`config.mk`:
```
export PLATFORM = sky130hd
export DESIGN_NAME = ipc_mailbox_hub
export DESIGN_NICKNAME = d
export VERILOG_FILES = /design/src/rtl/ipc_mbx_pkg.sv /design/src/rtl/mbx_addr_decode.sv /design/src/rtl/mbx_slot.sv /design/src/rtl/mbx_irq_route.sv /design/src/rtl/ipc_mailbox_hub.sv
export SDC_FILE = /design/constraint.sdc
export NUM_CORES = 2
export LEC_CHECK = 0
export BUFFER_PORTS_ARGS = -buffer_cell sky130_fd_sc_hd__buf_2
export CORE_MARGIN = 5
export CORE_UTILIZATION = 31
export CTS_CLUSTER_DIAMETER = 40
export CTS_CLUSTER_SIZE = 14
export DETAILED_ROUTE_END_ITERATION = 10
export SLEW_MARGIN = 20
export SYNTH_ARGS = -nofsm -noshare
export SYNTH_HDL_FRONTEND = slang
export SYNTH_SLANG_ARGS = --single-unit
```
`constraint.sdc`:
```
create_clock -name clk -period 2.53 [get_ports clk]
set_input_delay 0.3795 -clock clk [delete_from_list [all_inputs] [get_ports clk]]
set_output_delay 0.3795 -clock clk [all_outputs]
set_load 0.01 [all_outputs]
```
`src/rtl/ipc_mbx_pkg.sv`:
```
package ipc_mbx_pkg;

  localparam int WIN_SH      = 6;
  localparam int WIN_BYTES   = 1 << WIN_SH;
  localparam int WORD_W      = WIN_SH - 2;
  localparam int DATA_FIRST  = 9;
  localparam int DATA_WORDS  = (1 << WORD_W) - DATA_FIRST;
  localparam int DW_W        = $clog2(DATA_WORDS);
  localparam int STAT_BASE   = 'h800;
  localparam int STAT_STRIDE = 8;

  localparam logic [1:0] SEND_IDLE = 2'd0;
  localparam logic [1:0] SEND_MSG  = 2'd1;
  localparam logic [1:0] SEND_ACK  = 2'd2;

  typedef enum logic [3:0] {
    SEL_NONE, SEL_SRC, SEL_DSET, SEL_DCLR, SEL_DSTAT,
    SEL_MSET, SEL_MCLR, SEL_MSTAT, SEL_SEND, SEL_DATA
  } reg_sel_e;

  // Raw status contribution of one mailbox toward one channel.
  function automatic logic route_bit(input logic [1:0] st, input logic own, input logic dst);
    return ((st == SEND_MSG) && dst) || ((st == SEND_ACK) && own);
  endfunction

  // Control words that are accepted: 0, 1, 2.
  function automatic logic send_code_ok(input logic [31:0] w);
    return w <= 32'd2;
  endfunction

endpackage

```
`src/rtl/mbx_addr_decode.sv`:
```
module mbx_addr_decode
  import ipc_mbx_pkg::*;
#(
  parameter int ADDR_W   = 12,
  parameter int NUM_MBOX = 8,
  parameter int NUM_CHAN = 8,
  localparam int MB_W = (NUM_MBOX > 1) ? $clog2(NUM_MBOX) : 1,
  localparam int CH_W = (NUM_CHAN > 1) ? $clog2(NUM_CHAN) : 1
) (
  input  logic [ADDR_W-1:0] addr,
  output logic              mbx_hit,
  output logic [MB_W-1:0]   mbx_idx,
  output reg_sel_e          sel,
  output logic [DW_W-1:0]   data_idx,
  output logic              stat_hit,
  output logic [CH_W-1:0]   stat_chan,
  output logic              stat_raw
);

  logic              aligned;
  logic [WORD_W-1:0] word;
  logic [31:0]       a32;
  logic [31:0]       stat_off;

  always_comb begin
    a32      = 32'(addr);
    aligned  = (addr[1:0] == 2'b00);
    mbx_hit  = aligned && (a32 < 32'(NUM_MBOX * WIN_BYTES));
    mbx_idx  = MB_W'(addr >> WIN_SH);
    word     = addr[WIN_SH-1:2];
    sel      = SEL_NONE;
    data_idx = '0;
    if (mbx_hit) begin
      case (word)
        4'd0:    sel = SEL_SRC;
        4'd1:    sel = SEL_DSET;
        4'd2:    sel = SEL_DCLR;
        4'd3:    sel = SEL_DSTAT;
        4'd5:    sel = SEL_MSET;
        4'd6:    sel = SEL_MCLR;
        4'd7:    sel = SEL_MSTAT;
        4'd8:    sel = SEL_SEND;
        default: sel = SEL_NONE;
      endcase
      if (word >= WORD_W'(DATA_FIRST)) begin
        sel      = SEL_DATA;
        data_idx = DW_W'(word - WORD_W'(DATA_FIRST));
      end
    end
    stat_off  = a32 - 32'(STAT_BASE);
    stat_hit  = aligned && (a32 >= 32'(STAT_BASE)) &&
                (a32 < 32'(STAT_BASE + STAT_STRIDE * NUM_CHAN));
    stat_chan = CH_W'(stat_off >> 3);
    stat_raw  = addr[2];
  end

endmodule

```
`src/rtl/mbx_slot.sv`:
```
module mbx_slot
  import ipc_mbx_pkg::*;
#(
  parameter int NUM_CHAN = 8
) (
  input  logic                         clk,
  input  logic                         rst_n,
  input  logic                         wr_en,
  input  reg_sel_e                     sel,
  input  logic [DW_W-1:0]              data_idx,
  input  logic [31:0]                  wdata,
  output logic [NUM_CHAN-1:0]          src_q,
  output logic [NUM_CHAN-1:0]          dst_q,
  output logic [NUM_CHAN-1:0]          msk_q,
  output logic [1:0]                   send_q,
  output logic [DATA_WORDS-1:0][31:0]  data_q,
  output logic                         send_fire,
  output logic                         ack_fire
);

  logic                owned;
  logic                owned_wr;
  logic                src_take;
  logic                ctl_ok;
  logic [NUM_CHAN-1:0] wbits;

  assign wbits     = wdata[NUM_CHAN-1:0];
  assign owned     = (src_q != '0);
  assign owned_wr  = wr_en && owned;
  assign src_take  = wr_en && (sel == SEL_SRC) && (!owned || (wbits == '0));
  assign ctl_ok    = owned_wr && (sel == SEL_SEND) && send_code_ok(wdata);
  assign send_fire = ctl_ok && (wdata[1:0] == SEND_MSG);
  assign ack_fire  = ctl_ok && (wdata[1:0] == SEND_ACK);

  always_ff @(posedge clk or negedge rst_n) begin
    if (!rst_n) begin
      src_q  <= '0;
      dst_q  <= '0;
      msk_q  <= '0;
      send_q <= SEND_IDLE;
      data_q <= '0;
    end else begin
      if (src_take) src_q <= wbits;
      if (owned_wr) begin
        case (sel)
          SEL_DSET: dst_q <= dst_q | wbits;
          SEL_DCLR: dst_q <= dst_q & ~wbits;
          SEL_MSET: msk_q <= msk_q | wbits;
          SEL_MCLR: msk_q <= msk_q & ~wbits;
          SEL_DATA: data_q[data_idx] <= wdata;
          default:  ;
        endcase
      end
      if (ctl_ok) send_q <= wdata[1:0];
    end
  end

endmodule

```
`src/rtl/mbx_irq_route.sv`:
```
module mbx_irq_route
  import ipc_mbx_pkg::*;
#(
  parameter int NUM_MBOX = 8,
  parameter int NUM_CHAN = 8
) (
  input  logic [NUM_MBOX-1:0][NUM_CHAN-1:0] src_q,
  input  logic [NUM_MBOX-1:0][NUM_CHAN-1:0] dst_q,
  input  logic [NUM_MBOX-1:0][NUM_CHAN-1:0] msk_q,
  input  logic [NUM_MBOX-1:0][1:0]          send_q,
  output logic [NUM_CHAN-1:0][NUM_MBOX-1:0] raw_st,
  output logic [NUM_CHAN-1:0][NUM_MBOX-1:0] msk_st,
  output logic [NUM_CHAN-1:0]               chan_irq
);

  always_comb begin
    for (int c = 0; c < NUM_CHAN; c++) begin
      for (int m = 0; m < NUM_MBOX; m++) begin
        raw_st[c][m] = route_bit(send_q[m], src_q[m][c], dst_q[m][c]);
        msk_st[c][m] = raw_st[c][m] && msk_q[m][c];
      end
      chan_irq[c] = |msk_st[c];
    end
  end

endmodule

```
`src/rtl/ipc_mailbox_hub.sv`:
```
module ipc_mailbox_hub
  import ipc_mbx_pkg::*;
#(
  parameter int NUM_MBOX = 8,
  parameter int NUM_CHAN = 8,
  parameter int ADDR_W   = 12,
  localparam int MB_W = (NUM_MBOX > 1) ? $clog2(NUM_MBOX) : 1,
  localparam int CH_W = (NUM_CHAN > 1) ? $clog2(NUM_CHAN) : 1
) (
  input  logic                clk,
  input  logic                rst_n,
  input  logic [ADDR_W-1:0]   bus_addr,
  input  logic [31:0]         bus_wdata,
  input  logic                bus_wr,
  input  logic                bus_rd,
  output logic [31:0]         bus_rdata,
  output logic [NUM_CHAN-1:0] chan_irq
);

  logic            mbx_hit;
  logic [MB_W-1:0] mbx_idx;
  reg_sel_e        wr_sel;
  logic [DW_W-1:0] data_idx;
  logic            stat_hit;
  logic [CH_W-1:0] stat_chan;
  logic            stat_raw;

  logic [NUM_MBOX-1:0][NUM_CHAN-1:0]          src_q, dst_q, msk_q;
  logic [NUM_MBOX-1:0][1:0]                   send_q;
  logic [NUM_MBOX-1:0][DATA_WORDS-1:0][31:0]  data_q;
  logic [NUM_MBOX-1:0]                        mbx_wr, send_fire, ack_fire;
  logic [NUM_CHAN-1:0][NUM_MBOX-1:0]          raw_st, msk_st;
  logic [31:0]                                rd_val;

  mbx_addr_decode #(.ADDR_W(ADDR_W), .NUM_MBOX(NUM_MBOX), .NUM_CHAN(NUM_CHAN)) u_dec (
    .addr(bus_addr), .mbx_hit(mbx_hit), .mbx_idx(mbx_idx), .sel(wr_sel),
    .data_idx(data_idx), .stat_hit(stat_hit), .stat_chan(stat_chan), .stat_raw(stat_raw)
  );

  for (genvar m = 0; m < NUM_MBOX; m++) begin : g_slot
    assign mbx_wr[m] = bus_wr && mbx_hit && (mbx_idx == MB_W'(m));
    mbx_slot #(.NUM_CHAN(NUM_CHAN)) u_slot (
      .clk(clk), .rst_n(rst_n), .wr_en(mbx_wr[m]), .sel(wr_sel),
      .data_idx(data_idx), .wdata(bus_wdata),
      .src_q(src_q[m]), .dst_q(dst_q[m]), .msk_q(msk_q[m]), .send_q(send_q[m]),
      .data_q(data_q[m]), .send_fire(send_fire[m]), .ack_fire(ack_fire[m])
    );
  end

  mbx_irq_route #(.NUM_MBOX(NUM_MBOX), .NUM_CHAN(NUM_CHAN)) u_route (
    .src_q(src_q), .dst_q(dst_q), .msk_q(msk_q), .send_q(send_q),
    .raw_st(raw_st), .msk_st(msk_st), .chan_irq(chan_irq)
  );

  always_comb begin
    rd_val = '0;
    if (stat_hit) begin
      rd_val = stat_raw ? 32'(raw_st[stat_chan]) : 32'(msk_st[stat_chan]);
    end else if (mbx_hit) begin
      case (wr_sel)
        SEL_SRC:   rd_val = 32'(src_q[mbx_idx]);
        SEL_DSTAT: rd_val = 32'(dst_q[mbx_idx]);
        SEL_MSTAT: rd_val = 32'(msk_q[mbx_idx]);
        SEL_SEND:  rd_val = 32'(send_q[mbx_idx]);
        SEL_DATA:  rd_val = data_q[mbx_idx][data_idx];
        default:   rd_val = '0;
      endcase
    end
  end

  always_ff @(posedge clk or negedge rst_n) begin
    if (!rst_n) bus_rdata <= '0;
    else        bus_rdata <= bus_rd ? rd_val : '0;
  end

endmodule

```
==> summary by stage <==
Worst setup path
The worst register-to-register path begins at g_slot[4].u_slot.src_q[2]$_DFFE_PN0P_. STA classifies the critical path startpoint as a flop. The slowest cell on the critical path is sky130_fd_sc_hd__dfrtp_1. The path type of the worst setup path is flop to primary output.

Along the worst path, the maximum fanout reaches 8. The required time at the worst-slack endpoint is 2.15 ns. STA puts the critical path data arrival time at 2.59 ns. The most critical setup path has its startpoint at g_slot[2].u_slot.send_q[0]$_DFFE_PN0P_. On the critical path the largest part of the delay comes from simple AND/OR/NAND/NOR gates.

The type of element capturing the critical path is a primary output. The signal on the critical path passes through nor2b_4 > a22oi_1 > nor2b_1 > nor4_2 > nand2_2 > buf_6. Counting both buffers and inverters, the worst setup path holds a total of 1. In this design, the stage delay of the slowest critical-path cell is 0.46 ns.

Synthesis
The number of flip-flops and latches in the synthesized netlist is 2032. For this run, the number of Yosys warnings is 0. The synthesized design contains 0 enable-type register cells.

For this run, the leading register cell type out of synthesis is sky130_fd_sc_hd__dfrtp_1. The fraction of registers with async set or reset after synthesis is between 90% and 100%. Counting every net in the synthesized netlist gives ~6700. The number of distinct library cells after synthesis is 82. Synthesis produced a netlist whose cell count is 6613. Each instance of the synthesized netlist takes up on average 14.5 sq um. In this run the cell area of the synthesized design comes to 95700 sq um.

Sequential elements use 53.1% of the synthesized area.

Cells and area
Leaving out filler cells and counting taps, the final layout contains 11546. After routing the design area is 119000 sq um. After the last flow step, the layout net total stands at 7246. Of the cells placed in the final design, the portion with a size suffix greater than 1 is about 54%. Leaving out fill and tap cells, the most frequent cells in the layout are sky130_fd_sc_hd__dfrtp_1, sky130_fd_sc_hd__mux2_2, sky130_fd_sc_hd__buf_4.

The library cell used most frequently in the layout, excluding fill and tap cells, is sky130_fd_sc_hd__dfrtp_1. From synthesis to final layout, the design area changed by 24.0%.

Timing
The count of final max-slew check failures is 0. The transition at the pin with the smallest max-transition slack is 1.08 ns. Setup violations remaining at the end of the flow were counted as 9. The relative slew slack is 28.2%. After layout, the worst path uses 117% of the clock period. Setup repair after global routing could not meet its margin everywhere.

Hold timing on the final database bottoms out at a slack of 0.0430 ns. The maximum achievable frequency is 0.337 GHz. The number of endpoints with negative hold slack in the final report is 0.

The clock tree skew after final layout is 0.0869 ns. The time the final worst path needs with I/O delays and setup is 2.97 ns. The minimum setup slack in the final design is -0.439 ns.

CTS
The cell chosen for the clock root is sky130_fd_sc_hd__clkbuf_16. The number of buffers added by the clock tree synthesis step is 294. Clock-pin slew was measured on the worst setup and hold paths at 0.06 ns. The tree built by TritonCTS fans out to 2032 sinks. The H-tree was split into 5 levels.

The buffer depth of the longest clock path is 4. The clock tree from TritonCTS is built. The later pin in the worst-skew pair is clocked with a latency of 0.88 ns.

Die
The die covers 320000 sq um. The horizontal die dimension is 566 um. In this run the vertical extent of the chip is ~570 um. Once the floorplan was initialized, standard cells occupied a little under a third of the core. The core region is between 300000 and 400000 sq um. The boundary pin count is 88.

The row count is 204.

Global route
Summed over all layers, the global routing overflow is 0. The total routing usage reported by global routing is 19.8%. The number of global-route vias before repair is 66149. The number of antenna violations at the first check in global routing was 17. The pin count of the biggest net entering global routing is 123. The first global-routing pass estimated around 470000 um of wire.

Place
The worst setup timing slack at the placement stage is -1.56 ns. In this run the cell area measured after placement is 108000 sq um. The count of buffers added on input and output ports is 87.

In this run, placement finished with an instance count of 10991. Summed over all nets, the half-perimeter wirelength after detailed placement is 215000 um. The routability-driven placement congestion ratio is 0.938.

Pwr
Summing internal, switching and leakage power gives 0.0785 W. The maximum resistive drop on vdd is 0.000515 V. The power density over the cells is 661 nW/um^2. In this run the static leakage power is about 56 nW.

Route
The number of antenna-violating nets in the routed design is 0. The detailed-router iteration count before antenna repair is 5. The total routed wirelength is 319000 um. The via-per-instance ratio is ~5.4. The mean routed wirelength per cell is around 28 um. The routed layout has 62767 vias. The number of DRC markers in iteration 0 is between 5000 and 6000. The number of design rule violations left after detail routing is 0.

Worst hold path
The type of the tightest min-delay check is input pin to asynchronous set/reset pin.

Job
Max-cap violations in this run came to 0.

Run status
The flow ran to the end, but the final reports show violations. The final reports fail on setup timing.
worst reg2reg max path, stage by stage, from the launching register on:
cell and delay (ns):
sky130_fd_sc_hd__dfrtp_1 0.47, sky130_fd_sc_hd__nor4_1 0.27, sky130_fd_sc_hd__nand2_2 0.14, sky130_fd_sc_hd__and3_1 0.23, sky130_fd_sc_hd__buf_4 0.18, sky130_fd_sc_hd__and2_2 0.27
sky130_fd_sc_hd__nand2_4 0.20, sky130_fd_sc_hd__buf_12 0.22, sky130_fd_sc_hd__mux2_2 0.39
layer usage:
layer	GRT usage, %	up-vias	share of wire (%)
met2	31.6	2149	47
met4	7.23	4	4.1
li1	-	25962	-
met3	3.42	600	6.2
met1	27.0	34052	43
met5	0	-	0.0085
power by group:
part | leakage (nW) | switching (W) | internal, W
Sequential | 28.4 | 0.00000200 | 0.0325
Clock | 4.94 | 0.0164 | 0.0261
Combinational | 22.4 | 0.00245 | 0.00106
layout make-up:
| class | instances | area [sq um] |
|---|---|---|
| fillers | 28528 | 189000 |
| diodes | 4 | 10.0 |
| well taps | 4120 | 5150 |
| multi-input cells | 3915 | 43000 |
| inverters | 19 | 93.8 |
| flip-flops and latches | 2032 | 50900 |
| clock buffers | 335 | 7820 |
| repair buffers | 932 | 9420 |
| clock inverters | 189 | 2330 |
worst paths after layout:
check,endpoint,slack (ns),cells past startpoint
setup / recovery,chan_irq[4],-0.44,6
hold / removal,g_slot[6].u_slot.data_q[154]$_DFFE_PN0P_,0.04,2
setup reg to reg,g_slot[4].u_slot.data_q[43]$_DFFE_PN0P_,0.03,8
hold reg to reg,g_slot[2].u_slot.data_q[98]$_DFFE_PN0P_,0.47,2
max in group asynchronous,g_slot[2].u_slot.data_q[172]$_DFFE_PN0P_,1.31,5
min in group clk,g_slot[6].u_slot.data_q[104]$_DFFE_PN0P_,0.12,2
state kept, by name, indices dropped and copies added (netlist names), named ones only:
signal and count:
g_slot.u_slot.data_q 1792, g_slot.u_slot.src_q 64, bus_rdata 32, g_slot.u_slot.send_q 16
kinds of logic after synthesis:
logic type | after synthesis | share of synthesized area (%)
buffers and inverters | 666 | 3.12
xor gates and xnor gates | 2 | 0.0183
muxes | 2561 | 35.6
AOI/OAI and AO/OA | 600 | 4.22
and+or+nand+nor | 748 | 3.82
adders and majority gates | 4 | 0.0523
DFF | 2032 | 53.1
synth_stat cells, types with 46 or more instances:
cell | instances | area, sq um
sky130_fd_sc_hd__dfrtp_1 | 2032 | 50800
sky130_fd_sc_hd__mux2_2 | 1848 | 20800
sky130_fd_sc_hd__mux4_2 | 487 | 11000
sky130_fd_sc_hd__clkbuf_1 | 328 | 1230
sky130_fd_sc_hd__nand2_1 | 322 | 1210
sky130_fd_sc_hd__buf_2 | 212 | 1060
sky130_fd_sc_hd__mux2i_1 | 164 | 1640
sky130_fd_sc_hd__nor2_1 | 147 | 552
sky130_fd_sc_hd__o21ai_0 | 114 | 571
sky130_fd_sc_hd__a21oi_1 | 97 | 485
sky130_fd_sc_hd__a31oi_1 | 81 | 507
sky130_fd_sc_hd__a22oi_1 | 70 | 526
sky130_fd_sc_hd__mux2_1 | 62 | 698
sky130_fd_sc_hd__buf_4 | 58 | 435
sky130_fd_sc_hd__buf_1 | 46 | 173
repair_timing:
action	CTS	global route
pin swaps	21	21
endpoints found under the setup margin	90	90
hold buffers	4	0
buffers inserted	16	5
resized for setup	100	55
endpoints found under the hold margin	512	0
cloned	2	0
through the flow:
step | TNS (ns) | util [%]
after floorplan | -361.12 | -
after global placement | -942.54 | 34.9
after detailed placement | -989.07 | 34.9
after CTS | -3.63 | 38.4
after global routing | -4.01 | 38.5
final | -3.20 | 38.5
Note: power is estimated with default switching activity, not from simulation.
